===== src/rtl/fcc_pkg.sv =====
package fcc_pkg;

  typedef enum logic [1:0] {
    FMT_SGL = 2'b00,
    FMT_DBL = 2'b01,
    FMT_RSV = 2'b10,
    FMT_HLF = 2'b11
  } fmt_e;

  localparam int HLF_EXP = 5;
  localparam int HLF_MAN = 10;
  localparam int SGL_EXP = 8;
  localparam int SGL_MAN = 23;
  localparam int DBL_EXP = 11;
  localparam int DBL_MAN = 52;
  localparam int OPND_W  = 1 + DBL_EXP + DBL_MAN;
  localparam int MAG_W   = OPND_W - 1;
  localparam int NUM_FMT = 3;

  localparam logic [3:0] FLG_LT = 4'b1000;
  localparam logic [3:0] FLG_EQ = 4'b0110;
  localparam logic [3:0] FLG_GT = 4'b0010;
  localparam logic [3:0] FLG_UN = 4'b0011;

  typedef struct packed {
    logic             sign;
    logic             nan;
    logic             snan;
    logic             zero;
    logic [MAG_W-1:0] mag;
  } fclass_t;

  function automatic int fmt_exp(input int idx);
    return (idx == 0) ? HLF_EXP : (idx == 1) ? SGL_EXP : DBL_EXP;
  endfunction

  function automatic int fmt_man(input int idx);
    return (idx == 0) ? HLF_MAN : (idx == 1) ? SGL_MAN : DBL_MAN;
  endfunction

endpackage


===== src/rtl/fcc_unpack.sv =====
module fcc_unpack
  import fcc_pkg::*;
#(
  parameter int EXP_W = 8,
  parameter int MAN_W = 23,
  localparam int W = 1 + EXP_W + MAN_W
) (
  input  logic [W-1:0] raw_i,
  output fclass_t      cls_o
);

  logic [EXP_W-1:0] expo;
  logic [MAN_W-1:0] frac;
  logic             exp_max;

  always_comb begin
    expo    = raw_i[W-2:MAN_W];
    frac    = raw_i[MAN_W-1:0];
    exp_max = &expo;
    cls_o.sign = raw_i[W-1];
    cls_o.nan  = exp_max && (|frac);
    cls_o.snan = exp_max && (|frac) && !frac[MAN_W-1];
    cls_o.zero = (expo == '0) && (frac == '0);
    cls_o.mag  = MAG_W'({expo, frac});
  end

endmodule


===== src/rtl/fcc_operand.sv =====
module fcc_operand
  import fcc_pkg::*;
(
  input  fmt_e              fmt_i,
  input  logic [OPND_W-1:0] raw_i,
  output fclass_t           cls_o
);

  fclass_t cls_fmt [NUM_FMT];

  for (genvar g = 0; g < NUM_FMT; g++) begin : g_fmt
    localparam int EW = fmt_exp(g);
    localparam int MW = fmt_man(g);
    localparam int FW = 1 + EW + MW;
    fcc_unpack #(.EXP_W(EW), .MAN_W(MW)) u_unpack (
      .raw_i (raw_i[FW-1:0]),
      .cls_o (cls_fmt[g])
    );
  end

  always_comb begin
    unique case (fmt_i)
      FMT_HLF: cls_o = cls_fmt[0];
      FMT_DBL: cls_o = cls_fmt[2];
      default: cls_o = cls_fmt[1];
    endcase
  end

endmodule


===== src/rtl/fcc_compare.sv =====
module fcc_compare
  import fcc_pkg::*;
(
  input  fclass_t    a_i,
  input  fclass_t    b_i,
  output logic [3:0] res_o,
  output logic       sig_nan_o
);

  logic mag_lt;

  always_comb begin
    mag_lt    = a_i.mag < b_i.mag;
    sig_nan_o = a_i.snan || b_i.snan;
    if (a_i.nan || b_i.nan)          res_o = FLG_UN;
    else if (a_i.zero && b_i.zero)   res_o = FLG_EQ;
    else if (a_i.sign != b_i.sign)   res_o = a_i.sign ? FLG_LT : FLG_GT;
    else if (a_i.mag == b_i.mag)     res_o = FLG_EQ;
    else if (mag_lt ^ a_i.sign)      res_o = FLG_LT;
    else                             res_o = FLG_GT;
  end

endmodule


===== src/rtl/fcc_cond_eval.sv =====
module fcc_cond_eval (
  input  logic [3:0] cond_i,
  input  logic [3:0] flags_i,
  output logic       pass_o
);

  logic n, z, c, v, base, invert;

  always_comb begin
    {n, z, c, v} = flags_i;
    unique case (cond_i[3:1])
      3'd0: base = z;
      3'd1: base = c;
      3'd2: base = n;
      3'd3: base = v;
      3'd4: base = c && !z;
      3'd5: base = (n == v);
      3'd6: base = !z && (n == v);
      default: base = 1'b1;
    endcase
    invert = cond_i[0] && (cond_i != 4'hF);
    pass_o = base ^ invert;
  end

endmodule


===== src/rtl/fcc_top.sv =====
module fcc_top
  import fcc_pkg::*;
(
  input  logic        clk,
  input  logic        rst_n,
  input  logic        valid_i,
  input  logic [1:0]  fmt_i,
  input  logic [3:0]  cond_i,
  input  logic [3:0]  alt_flags_i,
  input  logic [63:0] opa_i,
  input  logic [63:0] opb_i,
  output logic [3:0]  flags_o,
  output logic        invalid_o,
  output logic        undef_o
);

  fmt_e       fmt;
  fclass_t    a_cls, b_cls;
  logic [3:0] cmp_res, flags_q, flags_d;
  logic       cmp_sig, cond_pass, legal, upd_en;

  assign fmt   = fmt_e'(fmt_i);
  assign legal = (fmt != FMT_RSV);

  fcc_operand u_opa (.fmt_i(fmt), .raw_i(opa_i), .cls_o(a_cls));
  fcc_operand u_opb (.fmt_i(fmt), .raw_i(opb_i), .cls_o(b_cls));

  fcc_compare u_cmp (
    .a_i       (a_cls),
    .b_i       (b_cls),
    .res_o     (cmp_res),
    .sig_nan_o (cmp_sig)
  );

  fcc_cond_eval u_cond (
    .cond_i  (cond_i),
    .flags_i (flags_q),
    .pass_o  (cond_pass)
  );

  always_comb begin
    upd_en  = valid_i && legal;
    flags_d = cond_pass ? cmp_res : alt_flags_i;
  end

  always_ff @(posedge clk or negedge rst_n) begin
    if (!rst_n)      flags_q <= 4'b0000;
    else if (upd_en) flags_q <= flags_d;
  end

  assign flags_o   = flags_q;
  assign invalid_o = valid_i && legal && cond_pass && cmp_sig;
  assign undef_o   = valid_i && !legal;

endmodule


===== config.mk =====
export PLATFORM = sky130hd
export DESIGN_NAME = fcc_top
export DESIGN_NICKNAME = d
export VERILOG_FILES = /design/src/rtl/fcc_pkg.sv /design/src/rtl/fcc_unpack.sv /design/src/rtl/fcc_operand.sv /design/src/rtl/fcc_compare.sv /design/src/rtl/fcc_cond_eval.sv /design/src/rtl/fcc_top.sv
export SDC_FILE = /design/constraint.sdc
export NUM_CORES = 1
export LEC_CHECK = 0
export CORE_ASPECT_RATIO = 1.5
export CORE_MARGIN = 5
export CORE_UTILIZATION = 46
export DETAILED_ROUTE_END_ITERATION = 10
export DONT_BUFFER_PORTS = 1
export PLACE_DENSITY = 0.59
export SETUP_SLACK_MARGIN = 0.2
export SKIP_LAST_GASP = 1
export SLEW_MARGIN = 20
export SYNTH_ARGS = -nofsm -noshare
export SYNTH_HDL_FRONTEND = slang
export SYNTH_SLANG_ARGS = --single-unit

===== constraint.sdc =====
create_clock -name clk -period 6.46 [get_ports clk]
set_clock_uncertainty 0.1 [all_clocks]
set_input_delay 0.323 -clock clk [delete_from_list [all_inputs] [get_ports clk]]
set_output_delay 0.323 -clock clk [all_outputs]
set_load 0.005 [all_outputs]

==> results_tabular.tex, run 1 <==
\begin{tabular}{lr}
\hline
Metric & Value \\
\hline
\multicolumn{2}{l}{\textbf{GRT}} \\
Global Route Usage Sum & 0.212 \\
Aggregate global routing overflow & 0 \\
Vias in the first global route & 3,298 \\
Maximum number of pins on one net before global-route repair & 67 \\
Initial antenna violation count & 0 \\
Wire length of the first global-routing pass & $\sim$14 mm \\
\multicolumn{2}{l}{\textbf{Yosys}} \\
Post-synth top flop & dfrtp\_1 \\
Sequential share of the synthesized area & 0.0334 \\
Fraction of synthesized cell area taken by the top area cell type & 0.263 \\
Number of distinct library cells after synthesis & 59 \\
Avg Synthesized Cell Area & a little under 7 um2 \\
Top cells by area in the synthesized netlist & ha\_1, nand2\_1, and2\_1 \\
Register bit count reported by yosys & 4 \\
Count of warnings emitted by yosys & 0 \\
Leading area contributor after synthesis & ha\_1 \\
Syn\_nets & $\sim$650 \\
Synthesized instance count & between 400 and 500 \\
Mapped Area & approximately 3000 um2 \\
Ys async rst share & 1.00 \\
Number of flops mapped to enable cells by yosys & 0 \\
\multicolumn{2}{l}{\textbf{Finish}} \\
Filler-free cell count of the finished design & between 500 and 600 \\
Number of diodes & 0 \\
Util after Layout & 0.484 \\
NumNets Final & 640 \\
Share of final-layout standard cells stronger than drive strength 1 & 0.0415 \\
Final-layout fill cell count & roughly 680 \\
Max FFs per register & 4 \\
Area delta synth->final & 4.18\% \\
\multicolumn{2}{l}{\textbf{Hold path}} \\
Hold path startpoint & alt\_flags\_i[2] \\
Path type of the worst min-delay path & input port to register \\
Hold Path Cell Cnt & 2 \\
Hold Crit Endpoint & flags\_o[2] \\
\multicolumn{2}{l}{\textbf{Route}} \\
Met3 layer wire length in the routed design & between 800 and 900 um \\
Met1 wire length & around 3.1 mm \\
DRC viols & 0 \\
Antenna violation net count after detailed routing & 0 \\
First drt pass iteration count & 4 \\
Total length of routed met2 wires & roughly 4.9 mm \\
Detail-routed via count per cell & 6.29 \\
Count of vias placed by the detailed router & approximately 3,200 \\
Post-detailed-routing wire length & roughly 9 mm \\
Number of DRC markers after the initial detailed-route iteration & about 130 \\
Average wire per standard cell & approximately 18 um \\
Highest metal used & met4 \\
\multicolumn{2}{l}{\textbf{Clocking}} \\
Max Buffers Root-to-Sink & 2 \\
Num Clock Sinks & 4 \\
Clk\_lat worst skew & approximately 0.22 ns \\
CTS tree & done \\
Number of H-tree levels & 1 \\
Total CTS buffers & 3 \\
Clock slew seen by the registers of the worst setup and hold paths & 0.03 ns \\
Clock root buffer & clkbuf\_8 \\
\multicolumn{2}{l}{\textbf{STA}} \\
RSZ-0062 raised after global routing & no \\
Hold violation count in the final report & 0 \\
Worst-case headroom to the max-slew limit & 0.393 \\
Setup violation total in the final timing report & 0 \\
Measured slew at the worst slew-check pin & about 0.91 ns \\
Achievable frequency & around 340 MHz \\
Setup TNS & 0 ns \\
Ratio of final minimum period to clock period & 0.455 \\
Final slew viol count & 0 \\
Minimum clock period after layout & around 2.9 ns \\
\multicolumn{2}{l}{\textbf{Die}} \\
I/O Pins & about 150 \\
Initial cell density of the core & 0.465 \\
Die Outline Area & between 8000 and 9000 um2 \\
Number of placement rows & 36 \\
Placeable Area & 6440 um2 \\
Height of the chip & about 110 um \\
Die Span X & around 76 um \\
\multicolumn{2}{l}{\textbf{Worst setup path}} \\
Highest-delay cell along the critical path & nand2\_1 \\
Sort of element at the end of the critical path & register \\
Cell Chain, Critical Path & nand2\_1, and2\_1, ha\_1, a21oi\_1, nand2\_1, a221oi\_1, o22ai\_1, nor3\_1, mux2i\_1, a31o\_1 \\
Crit Path Max Fanout & 35 \\
Reg-to-reg startpoint & flags\_o[0] \\
Slowest cell delay on critical path & 0.50 ns \\
Worst EP arrival & roughly 2.9 ns \\
Worst reg2reg endpoint & flags\_o[1] \\
FF-to-FF setup slack & 3.98 ns \\
Kind of critical path & input port to register \\
Kind of launch point of the worst setup path & input port \\
Length in cells of the worst reg-to-reg path & 7 \\
Most common cell on crit path & nand2\_1 \\
Data required time of the worst path & 6.46 ns \\
\multicolumn{2}{l}{\textbf{Job}} \\
Number of maximum-capacitance constraint violations & 0 \\
\multicolumn{2}{l}{\textbf{Pwr}} \\
IR drop worst, VDD & $\sim$0.000036 V \\
Leak & roughly 1.3 nW \\
Pwr/cell area & 83.7 nW/um2 \\
\multicolumn{2}{l}{\textbf{Status}} \\
Outcome & completed \\
\multicolumn{2}{l}{\textbf{Place}} \\
Count of input and output buffers & 0 \\
Post-DP HPWL & 8.25 mm \\
GPL Wtd Cong & approximately 0.87 \\
Cell count after placement & between 500 and 600 \\
\hline
\end{tabular}
==> cells by family after synthesis <==
group | synth area share
mux | 0.0167
buf+inv | 0.0476
xor+xnor | 0.00585
compound gates | 0.183
flops | 0.0334
simple gates | 0.450
fa+ha+maj | 0.263
==> per-layer routing <==
metal	up-vias	GRT usage
met5	-	0
met4	0	0.0588
met3	16	0.0498
met2	119	0.415
met1	1432	0.211
li1	1640	-
==> worst max-delay path by stage <==
stage,from,to,slack [ns],cells after the start
global placement,fmt_i[0],flags_o[3],3.01,10
CTS,fmt_i[0],flags_o[3],3.17,10
detailed placement,fmt_i[0],flags_o[3],2.92,10
finish,fmt_i[1],flags_o[3],3.52,10
global route,fmt_i[1],flags_o[3],3.21,10
floorplan,fmt_i[0],flags_o[3],3.52,12
==> metrics by stage <==
step           cell area, um2  total power [mW]  worst slack [ns]  hold WS (ns)
2_1_floorplan            3000             0.175              3.52       -0.0726
3_3_place_gp             3050             0.205              3.01       -0.0725
3_5_place_dp             3050             0.208              2.92       -0.0725
4_1_cts                  3100             0.264              3.17         0.179
5_1_grt                  3120             0.294              3.21         0.214
6_report                 3120             0.261              3.52         0.189
==> where the power goes <==
group	internal, mW	leakage [nW]	total, mW	switching [mW]
clock network	0.0397	0.0216	0.0527	0.0129
logic	0.0790	1.26	0.166	0.0875
registers	0.0310	0.0478	0.0422	0.0113
==> repair_timing <==
action	4_1_cts	5_1_grt
hold buffers	1	0
setup buffers	0	0
resized for setup	0	0
hold endpoints to repair	4	0
==> cell usage in the layout (no fill, tap or decap), drive strengths merged, types with 15 or more instances in the layout <==
| master | instances |
|---|---|
| nand2 | 83 |
| ha | 63 |
| and2 | 47 |
| nor4 | 30 |
| a21oi | 26 |
| inv | 25 |
| nand4 | 23 |
| nor2 | 16 |
| o21ai | 16 |
| nor3 | 15 |
==> cell type report <==
type | count | area [um2] | area share
multi-input cells | 400 | 2760 | 0.885
clock buffers | 3 | 41.3 | 0.0132
inverters | 25 | 93.8 | 0.0301
flip-flops and latches | 4 | 100 | 0.0321
well taps | 76 | 95.1 | 0.0305
repair buffers | 2 | 30.0 | 0.00962
==> cells in the mapped netlist, types with 3 or more instances <==
library cell,n
nand2_1,81
inv_1,24
ha_1,63
and4_1,3
o21ai_1,4
nor3_1,15
nand4_1,23
and2_1,46
mux2i_1,5
nand3_1,12
a211oi_1,3
o221ai_1,3
o21ai_0,12
nor2b_1,3
nor4_1,28
o31ai_1,4
a21o_1,4
nand2b_1,4
dfrtp_1,4
a21oi_1,26
clkbuf_1,11
nor2_1,16
==> worst max-delay path: cells and delay by family <==
family                   cells  cell delay [ns]
AO/OA/AOI/OAI                4             0.97
multiplexers                 1             0.12
AND/OR/NAND/NOR              4             1.19
adder cells (fa/ha/maj)      1             0.33
Power figures use the tool's default switching activity.
==> run 2: changes to the inputs <==
Settings changed: ABC_AREA from default to 1, PLACE_DENSITY 0.59 to 0.61.
Clock period 6.46 ns to 2.5 ns, I/O delays scaled along.
==> run 2 against run 1 <==
Effect of this change: non-clock buffer count grew 1; count of clock-buffer cells in the layout is the same; critical path depth grew 8; final cell count grew 55%; combinational power grew to 3.2 times the previous value; via count grew 26%; sequential cell count is the same; highest routed layer unchanged; synthesized area grew 18%.
==> results_tabular.tex, run 2 <==
\begin{tabular}{lr}
\hline
Metric & Value \\
\hline
\multicolumn{2}{l}{\textbf{Finish}} \\
Area delta synth->final & 5.83\% \\
Final-layout fill cell count & 848 \\
Most common cell after layout, fill and taps aside & nand2\_1 \\
Leading cell types in the layout, fill and taps excluded & nand2\_1, nor2\_1, inv\_1 \\
Share of final-layout standard cells stronger than drive strength 1 & 0.0493 \\
Area of combinational cells with multiple inputs & roughly 3000 um2 \\
Sequential Area & 100 um2 \\
Max FFs per register & 4 \\
Number of diodes & 0 \\
NumNets Final & approximately 900 \\
\multicolumn{2}{l}{\textbf{Die}} \\
I/O Pins & approximately 150 \\
Die Span X & between 80 and 90 um \\
Initial cell density of the core & 0.466 \\
Placeable Area & 7560 um2 \\
Height of the chip & between 100 and 150 um \\
Number of placement rows & 39 \\
Die Outline Area & between 9000 and 10,000 um2 \\
\multicolumn{2}{l}{\textbf{Clocking}} \\
Clk\_lat worst skew & around 0.22 ns \\
Num Clock Sinks & 4 \\
Clock slew seen by the registers of the worst setup and hold paths & roughly 0.03 ns \\
CTS tree & done \\
Clock root buffer & clkbuf\_16 \\
Total CTS buffers & 3 \\
Number of H-tree levels & 1 \\
Max Buffers Root-to-Sink & 2 \\
Post CTS Setup Buffer Count & 0 \\
\multicolumn{2}{l}{\textbf{Route}} \\
Antenna violation net count after detailed routing & 0 \\
DRC viols & 0 \\
Number of DRC markers after the initial detailed-route iteration & around 180 \\
Average wire per standard cell & around 14 um \\
Detail-routed via count per cell & 5.12 \\
Post-detailed-routing wire length & between 10 and 15 mm \\
First drt pass iteration count & 5 \\
Count of vias placed by the detailed router & a little over 4,000 \\
\multicolumn{2}{l}{\textbf{STA}} \\
Setup TNS & 0 ns \\
RSZ-0062 raised after global routing & no \\
Final slew viol count & 0 \\
Achievable frequency & 488 MHz \\
Hold violation count in the final report & 0 \\
Setup violation total in the final timing report & 0 \\
Worst-case headroom to the max-slew limit & 0.674 \\
Setup WS post-layout & approximately 0.45 ns \\
Minimum clock period after layout & between 2 and 2.5 ns \\
Measured slew at the worst slew-check pin & between 0.4 and 0.5 ns \\
Ratio of final minimum period to clock period & 0.820 \\
\multicolumn{2}{l}{\textbf{Yosys}} \\
Post-synth top flop & dfrtp\_1 \\
Number of distinct library cells after synthesis & 32 \\
Synthesized instance count & approximately 690 \\
Mapped Area & between 3000 and 4000 um2 \\
Number of flops mapped to enable cells by yosys & 0 \\
Sequential share of the synthesized area & 0.0284 \\
Avg Synthesized Cell Area & around 5.1 um2 \\
Count of warnings emitted by yosys & 0 \\
Ys async rst share & 1.00 \\
Register bit count reported by yosys & 4 \\
Fraction of synthesized cell area taken by the top area cell type & 0.224 \\
Most common library cells after synthesis & nand2\_1, nor2\_1, inv\_1, ha\_1, nand3\_1 \\
Syn\_nets & 898 \\
Top cells by area in the synthesized netlist & ha\_1, nand2\_1, nor2\_1 \\
Leading area contributor after synthesis & ha\_1 \\
Top-count cell post-synth & nand2\_1 \\
\multicolumn{2}{l}{\textbf{Job}} \\
Number of maximum-capacitance constraint violations & 0 \\
\multicolumn{2}{l}{\textbf{Worst setup path}} \\
Kind of launch point of the worst setup path & input port \\
Most common cell on crit path & nand2\_1 \\
Worst reg2reg endpoint & flags\_o[1] \\
Sort of element at the end of the critical path & register \\
Number of buffers and inverters on the critical path & 3 \\
Slowest cell delay on critical path & slightly below 0.3 ns \\
Crit Path Max Fanout & 26 \\
Worst EP arrival & between 2 and 2.5 ns \\
Data required time of the worst path & between 2 and 3 ns \\
Kind of critical path & input port to register \\
Reg-to-reg startpoint & flags\_o[3] \\
Highest-delay cell along the critical path & ha\_1 \\
Cell Chain, Critical Path & inv\_2, nand2\_4, inv\_2, buf\_12, nand2\_1, ha\_1, nand2\_1, nor2\_1, nor3b\_2, nand2\_1, nor2\_1, nand2\_1, nand2\_1, nand2\_1, nand2\_1, nand2\_1, nand2\_1, nand2\_1 \\
Length in cells of the worst reg-to-reg path & 14 \\
Cell class contributing the biggest share of worst-path delay & simple AND/OR/NAND/NOR gates \\
Worst setup startpoint & fmt\_i[1] \\
FF-to-FF setup slack & 0.82 ns \\
\multicolumn{2}{l}{\textbf{GRT}} \\
Initial antenna violation count & 0 \\
Wire length of the first global-routing pass & roughly 17 mm \\
Vias in the first global route & about 4,100 \\
Maximum number of pins on one net before global-route repair & 34 \\
Aggregate global routing overflow & 0 \\
Global Route Usage Sum & 0.228 \\
\multicolumn{2}{l}{\textbf{Pwr}} \\
Leak & roughly 2.1 nW \\
Pwr/cell area & between 200 and 250 nW/um2 \\
IR drop worst, VDD & slightly below 0.0002 V \\
Overall power & between 0.8 and 0.9 mW \\
\multicolumn{2}{l}{\textbf{Place}} \\
GPL Wtd Cong & just over 0.9 \\
Post-place setup slack & approximately 0.16 ns \\
Post-DP HPWL & just under 10 mm \\
Count of input and output buffers & 0 \\
\multicolumn{2}{l}{\textbf{Hold path}} \\
Hold Crit Endpoint & flags\_o[2] \\
Hold Path Cell Cnt & 2 \\
Hold path startpoint & alt\_flags\_i[2] \\
Path type of the worst min-delay path & input port to register \\
\multicolumn{2}{l}{\textbf{Status}} \\
Outcome & completed \\
\hline
\end{tabular}
[run 2: power by group]
group          switching, mW  internal [mW]  total (mW)
logic                  0.323          0.204       0.527
clock network         0.0451          0.204       0.249
registers             0.0194         0.0779      0.0973
[run 2: routing by layer]
layer / share of wire / GRT usage / vias to the layer above
met3: 0.065 / 0.0214 / 16
met1: 0.37 / 0.242 / 1758
met4: 0.023 / 0.0598 / 0
li1: - / - / 2152
met5: 0 / 0 / -
met2: 0.55 / 0.461 / 126
[run 2: how the worst max path moves through the flow]
stage | endpoint | cells after the start
after global placement | flags_o[1] | 19
final | flags_o[1] | 18
after CTS | flags_o[2] | 16
after floorplan | flags_o[1] | 21
after detailed placement | flags_o[3] | 17
after global routing | flags_o[1] | 19
[run 2: cell families after synthesis]
family,after synthesis,share of synthesized area
AOI/OAI and AO/OA,48,0.0782
xor gates and xnor gates,1,0.00249
adders and majority gates,63,0.224
buffers and inverters,123,0.135
DFF,4,0.0284
and+or+nand+nor,455,0.532
[run 2: worst reg2reg max path, delay by kind of cell, from the launching register on]
| family | cells | cell delay [ns] |
|---|---|---|
| DFF | 1 | 0.43 |
| and+or+nand+nor | 14 | 1.02 |
[run 2: timing repair]
| action | 4_1_cts | 5_1_grt |
|---|---|---|
| hold buffers | 1 | 0 |
| gates resized for setup | 0 | 5 |
| hold endpoints to repair | 4 | 0 |
| setup endpoints to repair | 0 | 3 |
[run 2: area by class of cell]
type                    count  share of cell area
flip-flops and latches      4              0.0269
inverters                 113               0.115
well taps                 102              0.0343
clock buffers               3              0.0201
repair buffers              3              0.0101
multi-input cells         567               0.794
[run 2: per-stage QoR]
step / area, um2 / instances / util / hold slack, ns
finish: 3730 / 792 / 0.493 / 0.0245
global route: 3730 / 792 / 0.493 / 0.0410
CTS: 3710 / 792 / 0.490 / 0.0245
detailed placement: 3620 / 788 / 0.479 / -0.270
global placement: 3620 / 788 / 0.479 / -0.270
floorplan: 3520 / 694 / - / -0.271
==> run 3: changes to the inputs <==
Settings changed: PLACE_DENSITY 0.61 to 0.59.
Clock period 2.5 ns to 2.05 ns, I/O delays scaled along.
==> run 3 against run 2 <==
Effect of this change: via count rose by 5.0%; sequential power rose by 21%; largest power group unchanged; largest cell class unchanged; routed wire length rose by 13%; critical path type unchanged.
==> results_tabular.tex, run 3 (same netlist as run 2, synthesis figures left out) <==
\begin{tabular}{lr}
\hline
Metric & Value \\
\hline
\multicolumn{2}{l}{\textbf{Die}} \\
Die Span X & between 80 and 90 um \\
I/O Pins & roughly 150 \\
Number of placement rows & 39 \\
Initial cell density of the core & 0.466 \\
Height of the chip & about 120 um \\
Placeable Area & about 7600 um2 \\
Die Outline Area & between 9000 and 10,000 um2 \\
\multicolumn{2}{l}{\textbf{GRT}} \\
Maximum number of pins on one net before global-route repair & 15 \\
Aggregate global routing overflow & 0 \\
Global Route Usage Sum & 0.253 \\
Vias in the first global route & around 4,400 \\
Wire length of the first global-routing pass & around 19 mm \\
Initial antenna violation count & 0 \\
\multicolumn{2}{l}{\textbf{Worst setup path}} \\
Sort of element at the end of the critical path & register \\
Highest-delay cell along the critical path & ha\_4 \\
Slowest cell delay on critical path & about 0.20 ns \\
Most common cell on crit path & nand2\_1 \\
Kind of launch point of the worst setup path & input port \\
Kind of critical path & input port to register \\
Length in cells of the worst reg-to-reg path & 14 \\
Worst EP arrival & 1.93 ns \\
Crit Path Max Fanout & 6 \\
Data required time of the worst path & around 2.1 ns \\
Cell Chain, Critical Path & clkinv\_16, nand2\_8, clkinv\_8, buf\_12, buf\_16, buf\_8, nand2\_4, ha\_4, nand2\_4, inv\_2, nand2\_1, nand2\_1, nand2\_1, nand2\_1, nand2\_1, nand2\_2, a21oi\_4, nand3\_2, nand2\_2, nand2\_2, nand2\_1, nand2\_1 \\
\multicolumn{2}{l}{\textbf{Pwr}} \\
Sequential group share of total power & 0.093 \\
Pwr/cell area & around 290 nW/um2 \\
Leak & between 2 and 2.5 nW \\
IR drop worst, VDD & approximately 0.00027 V \\
Power share of the combinational group & 0.661 \\
Share of power burned in the clock network & 0.246 \\
Net switching power figure & between 0.5 and 0.6 mW \\
Design internal power & slightly above 0.7 mW \\
Switching portion of total power & 0.438 \\
Overall power & 1.27 mW \\
\multicolumn{2}{l}{\textbf{Finish}} \\
Final-layout fill cell count & 784 \\
Final instance area & about 4400 um2 \\
Max FFs per register & 4 \\
NumNets Final & 923 \\
Number of diodes & 0 \\
Share of final-layout standard cells stronger than drive strength 1 & 0.165 \\
Leading cell types in the layout, fill and taps excluded & nand2\_1, nor2\_1, inv\_1 \\
Area delta synth->final & 24.8\% \\
Most common cell after layout, fill and taps aside & nand2\_1 \\
\multicolumn{2}{l}{\textbf{Route}} \\
Number of DRC markers after the initial detailed-route iteration & roughly 180 \\
First drt pass iteration count & 7 \\
DRC viols & 0 \\
Detail-routed via count per cell & about 5.2 \\
Antenna violation net count after detailed routing & 0 \\
Post-detailed-routing wire length & $\sim$12 mm \\
Count of vias placed by the detailed router & about 4,300 \\
Average wire per standard cell & $\sim$15 um \\
\multicolumn{2}{l}{\textbf{STA}} \\
Final slew viol count & 0 \\
RSZ-0062 raised after global routing & yes \\
Hold violation count in the final report & 0 \\
Minimum clock period after layout & around 1.9 ns \\
Achievable frequency & between 500 and 600 MHz \\
Ratio of final minimum period to clock period & 0.932 \\
Worst-case headroom to the max-slew limit & 0.620 \\
Setup violation total in the final timing report & 0 \\
Measured slew at the worst slew-check pin & between 0.5 and 0.6 ns \\
Setup TNS & 0 ns \\
\multicolumn{2}{l}{\textbf{Clocking}} \\
Clk\_lat worst skew & between 0.2 and 0.25 ns \\
Clock slew seen by the registers of the worst setup and hold paths & about 0.03 ns \\
Number of H-tree levels & 1 \\
CTS tree & done \\
Total CTS buffers & 3 \\
Clock root buffer & clkbuf\_16 \\
Num Clock Sinks & 4 \\
Max Buffers Root-to-Sink & 2 \\
\multicolumn{2}{l}{\textbf{Place}} \\
Count of input and output buffers & 0 \\
GPL Wtd Cong & 0.934 \\
Placement-stage cell area & 3840 um2 \\
Post-DP HPWL & just over 10 mm \\
\multicolumn{2}{l}{\textbf{Status}} \\
Outcome & completed \\
\multicolumn{2}{l}{\textbf{Job}} \\
Number of maximum-capacitance constraint violations & 0 \\
\multicolumn{2}{l}{\textbf{Hold path}} \\
Path type of the worst min-delay path & input port to asynchronous set/reset pin \\
\hline
\end{tabular}
run 3: worst max-delay path: cells and delay by family:
| family | cells | cell delay (ns) |
|---|---|---|
| simple gates | 14 | 0.95 |
| buf+inv | 6 | 0.52 |
| compound gates | 1 | 0.14 |
| fa+ha+maj | 1 | 0.20 |
run 3: power by group through the flow:
stage          registers (mW)  clock network, mW  logic, mW
6_report                0.118              0.311      0.836
5_1_grt                 0.120              0.317      0.950
4_1_cts                 0.118              0.313      0.788
3_5_place_dp            0.119                  0      0.700
3_3_place_gp            0.118                  0      0.688
2_1_floorplan           0.112                  0      0.541
run 3: cell type report:
| cell class | instances | area (um2) | share of cell area |
|---|---|---|---|
| Tap cell | 102 | 128 | 0.0291 |
| Clock buffer | 3 | 75.1 | 0.0171 |
| Timing Repair Buffer | 30 | 342 | 0.0778 |
| Sequential cell | 4 | 100 | 0.0228 |
| Inverter | 113 | 465 | 0.106 |
| Multi-Input combinational cell | 567 | 3280 | 0.747 |
run 3: stage by stage:
stage	hold WS, ns	utilization	cells	setup slack [ns]
4_1_cts	0.0424	0.562	817	0.192
2_1_floorplan	-0.293	-	694	0.115
5_1_grt	0.0602	0.581	819	0.0220
3_5_place_dp	-0.293	0.508	805	-0.136
6_report	0.0444	0.581	819	0.140
3_3_place_gp	-0.293	0.508	805	-0.0896
run 3: path summary, 6_finish.rpt:
kind / startpoint / endpoint / slack [ns]
min: rst_n / flags_o[3] / 0.04
max in group asynchronous: rst_n / flags_o[2] / 1.64
min in group clk: alt_flags_i[0] / flags_o[0] / 0.05
min reg2reg: flags_o[1] / flags_o[1] / 0.47
max reg2reg: flags_o[3] / flags_o[1] / 0.33
max: fmt_i[1] / flags_o[1] / 0.14
run 3: routing by layer:
layer  global-route usage  vias to the layer above  routed length [um]  part of all wire
met2                0.502                      137                6710              0.55
met5                    0                        -                   0                 0
met1                0.267                     1880                4340              0.36
met4               0.0812                        0                 414             0.034
met3               0.0299                       28                 743             0.061
li1                     -                     2208                   -                 -
run 3: what timing repair did:
action	in CTS	in global routing
endpoints found under the hold margin	6	0
pin swaps	28	21
resized for setup	50	32
setup buffers	4	2
hold buffers	3	0
endpoints found under the setup margin	3	4
cloned	2	0
